File: src/rtl/a429_tx_pkg.sv
package a429_tx_pkg;
   typedef enum logic [1:0] {
      TX_IDLE = 2'd0,
      TX_SEND = 2'd1,
      TX_GAP  = 2'd2
   } tx_state_t;

   localparam int unsigned HALF_W_DEF = 16;
endpackage

File: src/rtl/a429_bit_timer.sv
module a429_bit_timer #(
   parameter int unsigned DIV = 10
) (
   input  logic clk,
   input  logic rst_n,
   output logic cell_end,
   output logic first_half
);
   localparam int unsigned CW   = (DIV > 2) ? $clog2(DIV) : 1;
   localparam int unsigned HALF = DIV / 2;

   generate
      if (DIV < 2 || (DIV % 2) != 0) begin : g_bad_div
         $error("a429_bit_timer: DIV must be even and at least 2");
      end
   endgenerate

   logic [CW-1:0] phase_q;

   assign cell_end   = (phase_q == CW'(DIV - 1));
   assign first_half = (phase_q < CW'(HALF));

   always_ff @(posedge clk) begin
      if (!rst_n)        phase_q <= '0;
      else if (cell_end) phase_q <= '0;
      else               phase_q <= phase_q + 1'b1;
   end
endmodule

File: src/rtl/a429_word_fifo.sv
module a429_word_fifo #(
   parameter int unsigned WIDTH = 32,
   parameter int unsigned DEPTH = 8
) (
   input  logic                           clk,
   input  logic                           rst_n,
   input  logic                           push,
   input  logic [WIDTH-1:0]               push_data,
   input  logic                           pop,
   output logic [WIDTH-1:0]               pop_data,
   output logic                           empty,
   output logic [$clog2(DEPTH+1)-1:0]     count
);
   localparam int unsigned PW    = (DEPTH > 2) ? $clog2(DEPTH) : 1;
   localparam int unsigned CNT_W = $clog2(DEPTH + 1);

   generate
      if (DEPTH < 2) begin : g_bad_depth
         $error("a429_word_fifo: DEPTH must be at least 2");
      end
   endgenerate

   logic [WIDTH-1:0] mem [DEPTH];
   logic [PW-1:0]    wr_ptr, rd_ptr;
   logic             full, do_push, do_pop;

   assign full     = (count == CNT_W'(DEPTH));
   assign empty    = (count == '0);
   assign do_push  = push && !full;
   assign do_pop   = pop && !empty;
   assign pop_data = mem[rd_ptr];

   always_ff @(posedge clk) begin
      if (!rst_n) begin
         wr_ptr <= '0;
         rd_ptr <= '0;
         count  <= '0;
      end else begin
         if (do_push) begin
            mem[wr_ptr] <= push_data;
            wr_ptr      <= (wr_ptr == PW'(DEPTH - 1)) ? '0 : wr_ptr + 1'b1;
         end
         if (do_pop)
            rd_ptr <= (rd_ptr == PW'(DEPTH - 1)) ? '0 : rd_ptr + 1'b1;
         case ({do_push, do_pop})
            2'b10:   count <= count + 1'b1;
            2'b01:   count <= count - 1'b1;
            default: count <= count;
         endcase
      end
   end
endmodule

File: src/rtl/a429_serializer.sv
module a429_serializer
   import a429_tx_pkg::*;
#(
   parameter int unsigned WORD_W    = 32,
   parameter int unsigned LONG_LEN  = 32,
   parameter int unsigned SHORT_LEN = 25,
   parameter int unsigned GAP_CELLS = 4
) (
   input  logic              clk,
   input  logic              rst_n,
   input  logic              cell_end,
   input  logic              first_half,
   input  logic              tx_en,
   input  logic              fifo_empty,
   input  logic              par_even,
   input  logic              short_word,
   input  logic [WORD_W-1:0] word_in,
   output logic              pop,
   output logic              line_hi,
   output logic              line_lo
);
   localparam int unsigned IDX_W = $clog2(WORD_W);
   localparam int unsigned GAP_W = $clog2(GAP_CELLS + 1);

   generate
      if (LONG_LEN > WORD_W || SHORT_LEN > LONG_LEN || SHORT_LEN < 2) begin : g_bad_len
         $error("a429_serializer: word lengths out of range");
      end
      if (GAP_CELLS < 1) begin : g_bad_gap
         $error("a429_serializer: GAP_CELLS must be at least 1");
      end
   endgenerate

   tx_state_t         state_q;
   logic [WORD_W-1:0] shreg_q, frame;
   logic [IDX_W-1:0]  idx_q, last_q;
   logic [GAP_W-1:0]  gap_q;
   logic [IDX_W:0]    len_sel;
   logic              data_par, par_bit, start;

   generate
      if (SHORT_LEN == LONG_LEN) begin : g_fixed_len
         assign len_sel = (IDX_W+1)'(LONG_LEN);
      end else begin : g_sel_len
         assign len_sel = short_word ? (IDX_W+1)'(SHORT_LEN) : (IDX_W+1)'(LONG_LEN);
      end
   endgenerate

   always_comb begin
      frame    = '0;
      data_par = 1'b0;
      for (int i = 0; i < int'(WORD_W); i++) begin
         if (i < int'(len_sel) - 1) begin
            frame[i] = word_in[i];
            data_par = data_par ^ word_in[i];
         end
      end
      par_bit = data_par ^ ~par_even;
      for (int i = 0; i < int'(WORD_W); i++) begin
         if (i == int'(len_sel) - 1) frame[i] = par_bit;
      end
   end

   assign start = cell_end && tx_en && !fifo_empty &&
                  (state_q == TX_IDLE ||
                   (state_q == TX_GAP && gap_q == GAP_W'(GAP_CELLS - 1)));
   assign pop   = start;

   always_ff @(posedge clk) begin
      if (!rst_n) begin
         state_q <= TX_IDLE;
         shreg_q <= '0;
         idx_q   <= '0;
         last_q  <= '0;
         gap_q   <= '0;
      end else if (start) begin
         state_q <= TX_SEND;
         shreg_q <= frame;
         idx_q   <= '0;
         last_q  <= IDX_W'(len_sel - 1'b1);
      end else if (cell_end) begin
         case (state_q)
            TX_SEND: begin
               if (idx_q == last_q) begin
                  state_q <= TX_GAP;
                  gap_q   <= '0;
               end else begin
                  shreg_q <= shreg_q >> 1;
                  idx_q   <= idx_q + 1'b1;
               end
            end
            TX_GAP: begin
               if (gap_q == GAP_W'(GAP_CELLS - 1)) state_q <= TX_IDLE;
               else                                gap_q   <= gap_q + 1'b1;
            end
            default: state_q <= TX_IDLE;
         endcase
      end
   end

   assign line_hi = (state_q == TX_SEND) && first_half &&  shreg_q[0];
   assign line_lo = (state_q == TX_SEND) && first_half && !shreg_q[0];
endmodule

File: src/rtl/a429_tx_fifo.sv
module a429_tx_fifo
   import a429_tx_pkg::*;
#(
   parameter int unsigned HALF_W    = HALF_W_DEF,
   parameter int unsigned DEPTH     = 8,
   parameter int unsigned DIV       = 10,
   parameter int unsigned LONG_LEN  = 32,
   parameter int unsigned SHORT_LEN = 25,
   parameter int unsigned GAP_CELLS = 4
) (
   input  logic              clk,
   input  logic              rst_n,
   input  logic [HALF_W-1:0] din,
   input  logic              load_lo,
   input  logic              load_hi,
   input  logic              tx_en,
   input  logic              par_even,
   input  logic              short_word,
   output logic              line_hi,
   output logic              line_lo,
   output logic              bit_clk,
   output logic              fifo_empty
);
   localparam int unsigned WORD_W = 2 * HALF_W;
   localparam int unsigned CNT_W  = $clog2(DEPTH + 1);

   logic [HALF_W-1:0] half_q;
   logic [WORD_W-1:0] head_word;
   logic [CNT_W-1:0]  fifo_count;
   logic              pop_w, cell_end, first_half;

   always_ff @(posedge clk) begin
      if (!rst_n)       half_q <= '0;
      else if (load_lo) half_q <= din;
   end

   a429_bit_timer #(.DIV(DIV)) u_timer (
      .clk        (clk),
      .rst_n      (rst_n),
      .cell_end   (cell_end),
      .first_half (first_half)
   );

   a429_word_fifo #(.WIDTH(WORD_W), .DEPTH(DEPTH)) u_fifo (
      .clk       (clk),
      .rst_n     (rst_n),
      .push      (load_hi),
      .push_data ({din, half_q}),
      .pop       (pop_w),
      .pop_data  (head_word),
      .empty     (fifo_empty),
      .count     (fifo_count)
   );

   a429_serializer #(
      .WORD_W    (WORD_W),
      .LONG_LEN  (LONG_LEN),
      .SHORT_LEN (SHORT_LEN),
      .GAP_CELLS (GAP_CELLS)
   ) u_ser (
      .clk        (clk),
      .rst_n      (rst_n),
      .cell_end   (cell_end),
      .first_half (first_half),
      .tx_en      (tx_en),
      .fifo_empty (fifo_empty),
      .par_even   (par_even),
      .short_word (short_word),
      .word_in    (head_word),
      .pop        (pop_w),
      .line_hi    (line_hi),
      .line_lo    (line_lo)
   );

   assign bit_clk = first_half;
endmodule

File: config.mk
export PLATFORM = sky130hd
export DESIGN_NAME = a429_tx_fifo
export DESIGN_NICKNAME = d
export VERILOG_FILES = /design/src/rtl/a429_tx_pkg.sv /design/src/rtl/a429_bit_timer.sv /design/src/rtl/a429_word_fifo.sv /design/src/rtl/a429_serializer.sv /design/src/rtl/a429_tx_fifo.sv
export SDC_FILE = /design/constraint.sdc
export NUM_CORES = 1
export LEC_CHECK = 0
export ABC_CLOCK_PERIOD_IN_PS = 5100
export BUFFER_PORTS_ARGS = -buffer_cell sky130_fd_sc_hd__buf_2
export CORE_ASPECT_RATIO = 1.1
export CORE_MARGIN = 2
export CORE_UTILIZATION = 62
export CTS_CLUSTER_DIAMETER = 150
export DETAILED_ROUTE_END_ITERATION = 10
export PLACE_DENSITY = 0.87
export SETUP_SLACK_MARGIN = 0.3
export SYNTH_ARGS = -nofsm -noshare
export SYNTH_HDL_FRONTEND = slang
export SYNTH_SLANG_ARGS = --single-unit
File: constraint.sdc
create_clock -name clk -period 5.1 [get_ports clk]
set_clock_uncertainty 0.05 [all_clocks]
set_input_delay 0.255 -clock clk [delete_from_list [all_inputs] [get_ports clk]]
set_output_delay 0.255 -clock clk [all_outputs]
set_load 0.01 [all_outputs]
* Word-level counts from Yosys, hierarchy flattened
Memories as Yosys holds them, arrays and structs flattened. A register that Yosys moved wholly into a read port is not among the register bits.
Cells that the tools add are included.
** Word-level totals
- Word-level logic and storage cells :: 280
- Memories :: 1
- Memory bits (writable) :: 256
- Output and inout port bits :: 4
- Register bits :: 77
- Input bits :: 23
** Memories
- u_fifo.mem :: depth 8, width 32, rd ports 1, clocked after Yosys merged registers in 1, write ports 1, line a429_word_fifo.sv:23 : logic [WIDTH-1:0] mem [DEPTH];
** Cells by class
- Magnitude comparators :: 33
- Bitwise logic cells :: 36
- Equality and inequality tests :: 47
- Multiplexer cells :: 116
- Reductions and logical operators :: 27
- Add/sub/neg operators :: 9
** Operator list (count)
- 6-bit by 32-bit equality test with 1-bit output, first input constant :: 16
- 6-bit by 32-bit < comparator with 1-bit output, first input constant :: 16
- 5-bit by 32-bit equality test with 1-bit output, first input constant :: 8
- 5-bit by 32-bit < comparator with 1-bit output, first input constant :: 8
- 4-bit by 32-bit equality test with 1-bit output, first input constant :: 4
- 4-bit by 32-bit < comparator with 1-bit output, first input constant :: 4
- 32-bit 2-to-1 mux :: 4
- 1-bit 2-to-1 mux :: 100
- 3-bit by 32-bit equality test with 1-bit output, first input constant :: 2
- 3-bit by 32-bit < comparator with 1-bit output, first input constant :: 2
- 2-bit by 32-bit equality test with 1-bit output, first input constant :: 1
- 32-bit logical NOT :: 1
- 1-bit by 32-bit < comparator with 1-bit output, first input constant :: 1
- 2-bit by 32-bit < comparator with 1-bit output, first input constant :: 1
- 1-bit XOR :: 32
- 3-bit 2-to-1 mux :: 6
- 3-bit AND reduction :: 4
- 3-bit by 1-bit adder with 3-bit output, second input constant :: 3
- 1-bit logical AND :: 9
- 4-bit by 1-bit adder with 4-bit output, second input constant :: 2
- 4-bit equality test, second input constant :: 2
- 4-bit one-hot mux with 2 select lines :: 1
- 2-bit nonzero test :: 4
- 6-bit by 1-bit subtractor with 7-bit output, second input constant :: 1
- other kinds (24) :: 36

* Depth between registers and ports, before layout
Gate-level depths: netlist of the first run.
- Word-level depth :: 69
- Depth in mapped cells :: 14
- Mapped depth without buffers :: 13

* By module
Synthesis of the first run repeated with hierarchy kept, for this count alone.
** Second synthesis, totals
- Cell total of the unflattened synthesis :: 765
- Area total of the unflattened synthesis :: 13604.3 sq um
** Modules (own cells, without submodules)
- a429_word_fifo :: cells an instance 449, seq. area each 7947.6 sq um, area each 10461.3 sq um, instances 1
- a429_serializer :: cells an instance 241, seq. area each 880.8 sq um, area each 2316.0 sq um, instances 1
- a429_tx_fifo :: cells an instance 51, seq. area each 320.3 sq um, area each 615.6 sq um, instances 1
- a429_bit_timer :: cells an instance 24, seq. area each 80.1 sq um, area each 211.5 sq um, instances 1

* Least setup slack after synthesis of the first run
No wires, ideal clock.
- Path type :: reg2reg
- Start :: register u_fifo.count[0]
- End :: memory u_fifo.mem[0][0], enable pin
- Setup time :: 0.458 ns
- Arrival time :: 3.189 ns
- Stages on the path, launching flop included :: 6
- Slack :: 1.403 ns
- Path buffers :: 0
- Cells stage by stage :: dfxtp_1 -> nor3_1 -> nand2_1 -> nand2_1 -> or3_1 -> nor3_1
** Between the ends
- Cells in the longest elaborated chain, start to end :: 6
** Ends and longest elaborated chain
- from (decl) :: line a429_word_fifo.sv:12 : output logic [$clog2(DEPTH+1)-1:0] count
- from (signal assigned) :: line a429_word_fifo.sv:46 : 2'b10: count <= count + 1'b1;
- from (signal assigned) :: line a429_word_fifo.sv:47 : 2'b01: count <= count - 1'b1;
- from (signal assigned) :: line a429_word_fifo.sv:48 : default: count <= count;
- 4-bit equality test :: line a429_word_fifo.sv:27 : assign full = (count == CNT_W'(DEPTH));
- 1-bit logical NOT :: line a429_word_fifo.sv:29 : assign do_push = push && !full;
- 1-bit logical AND :: line a429_word_fifo.sv:29
- 1-bit 2-to-1 mux :: line a429_word_fifo.sv:39 : if (do_push) begin
- 1-bit 2-to-1 mux :: line a429_word_fifo.sv:34 : if (!rst_n) begin
- 1-bit 2-to-1 mux (implied by the code) :: line a429_word_fifo.sv:40 : mem[wr_ptr] <= push_data;
- to (decl) :: line a429_word_fifo.sv:23
Every way passes these cells.

==> metrics, run 1 <==
outcome=finished clean; sum of routed wire length over all layers=between 20,000 and 30,000 µm; average cell area after synthesis=~16 µm²; height of the chip=158 µm; number of buffers and inverters on the critical path=0; fill cell instance count of the final layout=~1,300; number of failing setup endpoints in the final timing report=0; max-capacitance violation count=0; aggregate global-route resource usage=25.4%; share of flip-flops with an asynchronous set or reset after synthesis=0%; remaining antenna violation count=0; data arrival time of the critical path=4.14 ns; first-pass detailed-route iteration total=5; post-layout net count=918; cells along the critical path=mux2i_1 > xor2_1 > mux2i_1 > a221oi_2 > xnor3_1 > xnor3_2 > xnor3_1 > o22ai_1; part of the Yosys area used for sequential elements=between 60% and 70%; Netlist cell types=48; CTS H-tree lvls=1; Largest delay share family, worst path=XOR/XNOR gates; per-cell via count in the routed design=roughly 6.4; area used by sequential logic in the layout=approximately 9000 µm²; number of antenna diodes=0; Yosys warning total=0; max-slew violation count=0; width of the die=144 µm; worst slew margin relative to its limit=about a fifth; maximum clock rate=roughly 0.27 GHz; net count after synthesis=872; post-route fraction of the period consumed by the critical path=between 70% and 80%; area of the mapped netlist=about 13,000 µm²; effective utilization at floorplan=62.9%; clk buf depth=3; maximum fanout encountered on the critical timing path=55; critical path capture point type=register; Place WS=1.51 ns; cell taking the most area after synthesis=edfxtp_1; synthesized instance count=around 840; DRC marker count from the first detailed-route iteration=approximately 790; global-route wire length before repair=roughly 43,000 µm; highest cell delay on the worst timing path=~0.96 ns; last weighted congestion value of the routability-driven placer=about 0.74; core area=around 21,000 µm²; peak supply drop=295 µV; dpl hpwl=about 15,000 µm; count of instances resized after the clock tree is built=0; master cell of the clock root buffer=clkbuf_16; CTS tree=built; antenna violations before repair=0; Row Count=56; share of the synthesized area in the top cell type=55.6%; Worst Setup Path Type=reg2reg; minimum clock period after layout=roughly 3.7 ns; CTS sink cnt=roughly 330; area of combinational cells with multiple inputs=roughly 4200 µm²; number of buffers added by the clock tree synthesis step=31; Setup TNS Final=0 ns; share of post-route cells with drive strength above 1=between 10% and 20%; area of the die=~23,000 µm²; flop and latch count out of synthesis=about 330; areal power density over the cells=365 nW/µm²; number of DRC violations after detailed routing=0; via total after detailed routing=between 7,000 and 8,000; cell type of the slowest stage on the worst timing path=dfxtp_4; post-CTS clock slew at the launch and capture registers of the worst setup and hold paths=about 0.060 ns; category of the worst setup path launch point=register; maximum number of pins on one net before global-route repair=66; Port-buffer cells=26; setup repair after global routing missed its margin=no; Final Hold Fails=0; residual overflow from global routing=0; class of the tightest hold or removal check=in2reg; source-to-sink clock delay at the later pin of the worst-skew pair=about 0.55 ns; drt wl/cell=between 20 and 25 µm; setup slack after layout=1.37 ns; vias in the first global route=between 7,000 and 8,000; number of enable flip-flop cells after synthesis=around 250; most common cell after layout, fill and taps aside=edfxtp_1; transition time at the pin with the least slew margin=1.19 ns; top area cells in the synthesized netlist=edfxtp_1 56%, dfxtp_1 12%, mux4_2 8.1%; Area growth syn-to-layout=12.2%; Leakage=around 5 nW; commonest non-fill, non-tap cells in the layout=248 x edfxtp_1, 80 x mux2i_1, 74 x dfxtp_1, 63 x nor2_1, 48 x mux4_2; most used flip-flop cell after synthesis=edfxtp_1; Crit path required time=5.51 ns; I/O pin count=27
==> state kept, by name, summed over array words and instances (netlist names), named ones only <==
register / flops
u_fifo.rd_ptr: 3
u_ser.last_q: 2
half_q: 16
u_fifo.count: 4
u_fifo.wr_ptr: 3
u_ser.gap_q: 3
u_fifo.mem: 248
u_ser.shreg_q: 32
u_ser.state_q: 2
u_timer.phase_q: 4
u_ser.idx_q: 5
==> layout make-up <==
type                       count  area share, %
tap                          290           2.42
inverter                       9          0.225
timing repair buffer          58           2.75
clock inverter                12           1.22
multi-input combinational    456           27.9
sequential                   325           59.9
clock buffer                  45           5.65
==> layer usage <==
layer	track usage, %	vias to the layer above	share of wire, %
met3	3.24	74	7.0
met1	33.9	3855	39
li1	-	3301	-
met4	10.9	0	4.0
met5	0	-	0
met2	42.8	378	50
==> path summary, 6_finish.rpt <==
path                        from                 to  slack (ns)  cells after the start
setup / recovery        register  u_ser.shreg_q[31]        1.37                      8
hold / removal             rst_n   u_ser.shreg_q[8]        0.06                      3
setup reg to reg        register  u_ser.shreg_q[31]        1.37                      8
hold reg to reg   u_ser.gap_q[1]     u_ser.gap_q[1]        0.43                      2
==> worst reg2reg max path: cells and delay by family (launching register included) <==
kind           cells  cell delay [ns]
flip-flops         1             0.96
XOR/XNOR           4             1.40
AO/OA/AOI/OAI      2             0.51
multiplexers       2             0.73
==> report_power, final <==
group / switching, mW / total [mW] / internal [mW]
Clock: 0.932 / 2.33 / 1.40
Combinational: 0.123 / 0.233 / 0.110
Sequential: 0.0303 / 2.91 / 2.88
==> cells in the mapped netlist, types with 3 or more instances <==
cell type    n
a211oi_1    34
a21oi_1     31
a221oi_1     7
and3_1       4
buf_1        7
buf_2        8
buf_4        5
buf_6        7
clkbuf_1    17
dfxtp_1     77
edfxtp_1   248
ha_1        13
inv_1        8
mux2_2      10
mux2i_1     80
mux4_1       3
mux4_2      48
nand2_1     21
nand2b_1     8
nand3_1      3
nand4_1      3
nor2_1      69
nor2b_1     22
nor3_1      12
o21ai_0      9
o22ai_1      3
or3_1        4
xnor2_1     32
xnor3_1      3
xor2_1      16
==> timing repair <==
action | CTS | global route
setup buffers | 0 | 0
endpoints found under the hold margin | 118 | 0
hold buffers | 17 | 0
==> cell families (layout without fill, tap and decap cells) <==
family	count (synthesis)	after routing	synth area share (%)
DFF	325	325	67.1
and+or+nand+nor	157	157	5.59
muxes	141	141	15.5
AOI/OAI and AO/OA	92	92	4.51
buffers and inverters	54	124	2.13
xor gates and xnor gates	52	52	3.82
adders and majority gates	14	14	1.36
==> stage by stage <==
stage	power, mW	instances	util [%]	hold slack, ns	instance area, µm²
2_1_floorplan	3.11	835	-	0.304	13400
3_3_place_gp	3.18	1121	64.9	0.402	13800
3_5_place_dp	3.18	1121	64.9	0.416	13800
4_1_cts	5.50	1195	70.5	0.0299	15000
5_1_grt	5.62	1195	70.5	0.0584	15000
6_report	5.48	1195	70.5	0.0589	15000
(Power assumes the default switching activity.)
==> run 2: changes to the inputs <==
--- a/config.mk
+++ b/config.mk
@@ -5,14 +5,14 @@
 export SDC_FILE = /design/constraint.sdc
 export NUM_CORES = 1
 export LEC_CHECK = 0
-export ABC_CLOCK_PERIOD_IN_PS = 5100
+export ABC_CLOCK_PERIOD_IN_PS = 3350
 export BUFFER_PORTS_ARGS = -buffer_cell sky130_fd_sc_hd__buf_2
 export CORE_ASPECT_RATIO = 1.1
 export CORE_MARGIN = 2
-export CORE_UTILIZATION = 62
+export CORE_UTILIZATION = 56
 export CTS_CLUSTER_DIAMETER = 150
 export DETAILED_ROUTE_END_ITERATION = 10
-export PLACE_DENSITY = 0.87
+export PLACE_DENSITY = 0.83
 export SETUP_SLACK_MARGIN = 0.3
 export SYNTH_ARGS = -nofsm -noshare
 export SYNTH_HDL_FRONTEND = slang
==> constraint.sdc (replaced) <==
create_clock -name clk -period 3.35 [get_ports clk]
set_clock_uncertainty 0.05 [all_clocks]
set_input_delay 0.1675 -clock clk [delete_from_list [all_inputs] [get_ports clk]]
set_output_delay 0.1675 -clock clk [all_outputs]
set_load 0.01 [all_outputs]
==> run 2 against run 1 <==
Effect of this change:
- critical path type unchanged
- non-clock buffer count up 20
- power is 48% higher
- fmax rose by 25%
==> metrics, run 2 (synthesis gave the netlist of run 1 again) <==
most common cell after layout, fill and taps aside=edfxtp_1; post-CTS clock slew at the launch and capture registers of the worst setup and hold paths=0.06 ns; total internal power=about 6.5 mW; clk buf depth=3; last weighted congestion value of the routability-driven placer=0.771; commonest non-fill, non-tap cells in the layout=248 x edfxtp_1, 79 x mux2i_1, 74 x dfxtp_1, 63 x nor2_1, 48 x mux4_2; aggregate global-route resource usage=22.6%; number of buffers added by the clock tree synthesis step=31; minimum clock period after layout=~3 ns; post-layout net count=~940; DRC marker count from the first detailed-route iteration=between 700 and 800; dpl hpwl=about 16,000 µm; number of DRC violations after detailed routing=0; Switching Fraction=20.4%; core area=23,500 µm²; source-to-sink clock delay at the later pin of the worst-skew pair=0.56 ns; max-slew violation count=0; CTS sink cnt=325; cell type of the slowest stage on the worst timing path=mux4_2; Largest delay share family, worst path=XOR/XNOR gates; fraction of power consumed by the clock network=between 40% and 50%; total power=just over 8 mW; data arrival time of the critical path=between 3 and 4 ns; Area growth syn-to-layout=14.4%; sum of routed wire length over all layers=27,900 µm; cell seen most often among critical-path stages=xnor2_1; width of the die=roughly 150 µm; Setup TNS Final=0 ns; maximum clock rate=about 0.33 GHz; Crit path required time=3.78 ns; peak supply drop=483 µV; effective utilization at floorplan=about 57%; number of antenna diodes=0; transition time at the pin with the least slew margin=between 0.7 and 0.8 ns; category of the worst setup path launch point=register; worst slew margin relative to its limit=46.9%; setup repair after global routing missed its margin=yes; vias in the first global route=7,667; I/O pin count=27; combinational cell fraction of total power=4.5%; post-route fraction of the period consumed by the critical path=89.3%; setup slack after layout=roughly 0.36 ns; number of buffers and inverters on the critical path=1; via total after detailed routing=about 7,500; cells along the critical path=buf_4 > mux4_2 > nor2b_1 > a221oi_1 > xnor2_1 > xnor2_1 > xnor3_2 > xnor3_1 > o22ai_1; first-pass detailed-route iteration total=5; height of the chip=~170 µm; Worst Setup Path Type=reg2reg; largest registers=u_fifo.mem (248), u_ser.shreg_q (32), half_q (16); remaining antenna violation count=0; sequential cell fraction of total power=about 55%; Leakage=5.03 nW; max-capacitance violation count=0; global-route wire length before repair=between 40,000 and 50,000 µm; residual overflow from global routing=0; master cell of the clock root buffer=clkbuf_16; power dissipated by switching net loads=1.66 mW; highest cell delay on the worst timing path=between 0.5 and 0.6 ns; area of the die=around 25,000 µm²; Row Count=59; CTS H-tree lvls=1; register containing the most flip-flops in the final layout=u_fifo.mem; maximum number of pins on one net before global-route repair=66; number of failing setup endpoints in the final timing report=0; critical path capture point type=register; share of post-route cells with drive strength above 1=between 20% and 30%; Port-buffer cells=26; class of the tightest hold or removal check=in2reg; origin of the worst min-delay path=short_word; outcome=finished clean; flip-flop count of the largest register after layout=248; per-cell via count in the routed design=6.09; maximum fanout encountered on the critical timing path=9; CTS tree=built; areal power density over the cells=between 500 and 600 nW/µm²; drt wl/cell=22.7 µm; Final Hold Fails=0; antenna violations before repair=0; Place WS=0.278 ns
==> run 2: final timing paths <==
path,cells past startpoint,to,slack [ns]
setup / recovery,9,u_ser.shreg_q[31],0.36
hold reg to reg,2,u_fifo.count[3],0.45
setup reg to reg,9,u_ser.shreg_q[31],0.36
hold / removal,4,u_ser.shreg_q[30],0.05
==> run 2: power by group through the flow <==
| stage | sequential [mW] | clock, mW | combinational, mW |
|---|---|---|---|
| 3_3_place_gp | 4.51 | 0 | 0.325 |
| 3_5_place_dp | 4.52 | 0 | 0.337 |
| 5_1_grt | 4.44 | 3.54 | 0.390 |
| 2_1_floorplan | 4.51 | 0 | 0.233 |
| 4_1_cts | 4.43 | 3.38 | 0.360 |
| 6_report | 4.43 | 3.33 | 0.362 |
==> run 2: repair_timing <==
action	in CTS	in global routing
setup endpoints to repair	1	3
buffers inserted	4	5
cloned	1	0
pin swaps	0	1
hold endpoints to repair	143	0
resized for setup	2	9
hold buffers	18	0
==> run 2: worst register-to-register path, cell delays in order (launching register included) <==
cell	delay, ns
dfxtp_4	0.43
buf_4	0.18
mux4_2	0.51
nor2b_1	0.19
a221oi_1	0.10
xnor2_1	0.20
xnor2_1	0.31
xnor3_2	0.42
xnor3_1	0.37
o22ai_1	0.16
==> run 2: layer usage <==
layer  part of all wire (%)  vias to the layer above  global-route usage, %
met5                      0                        -                      0
met4                    2.5                        0                   7.23
met3                    5.6                       49                   2.99
met2                     51                      275                   37.8
met1                     41                     3816                   30.8
li1                       -                     3352                      -
==> run 2: layout make-up <==
cell class | count | area (µm²)
clock buffers | 38 | 832
clock inverters | 20 | 149
fillers | 1581 | 8230
inverters | 9 | 33.8
multi-input cells | 456 | 4220
flip-flops and latches | 325 | 9000
well taps | 305 | 382
repair buffers | 78 | 701
==> run 2: per-stage QoR <==
| stage | instance area, µm² | hold WS, ns | util (%) | std cells |
|---|---|---|---|---|
| detailed placement | 14000 | 0.366 | 59.4 | 1145 |
| CTS | 15200 | 0.0406 | 64.7 | 1226 |
| finish | 15300 | 0.0503 | 65.1 | 1231 |
| floorplan | 13400 | 0.216 | - | 835 |
| global placement | 14000 | 0.357 | 59.4 | 1145 |
| global route | 15300 | 0.0835 | 65.1 | 1231 |
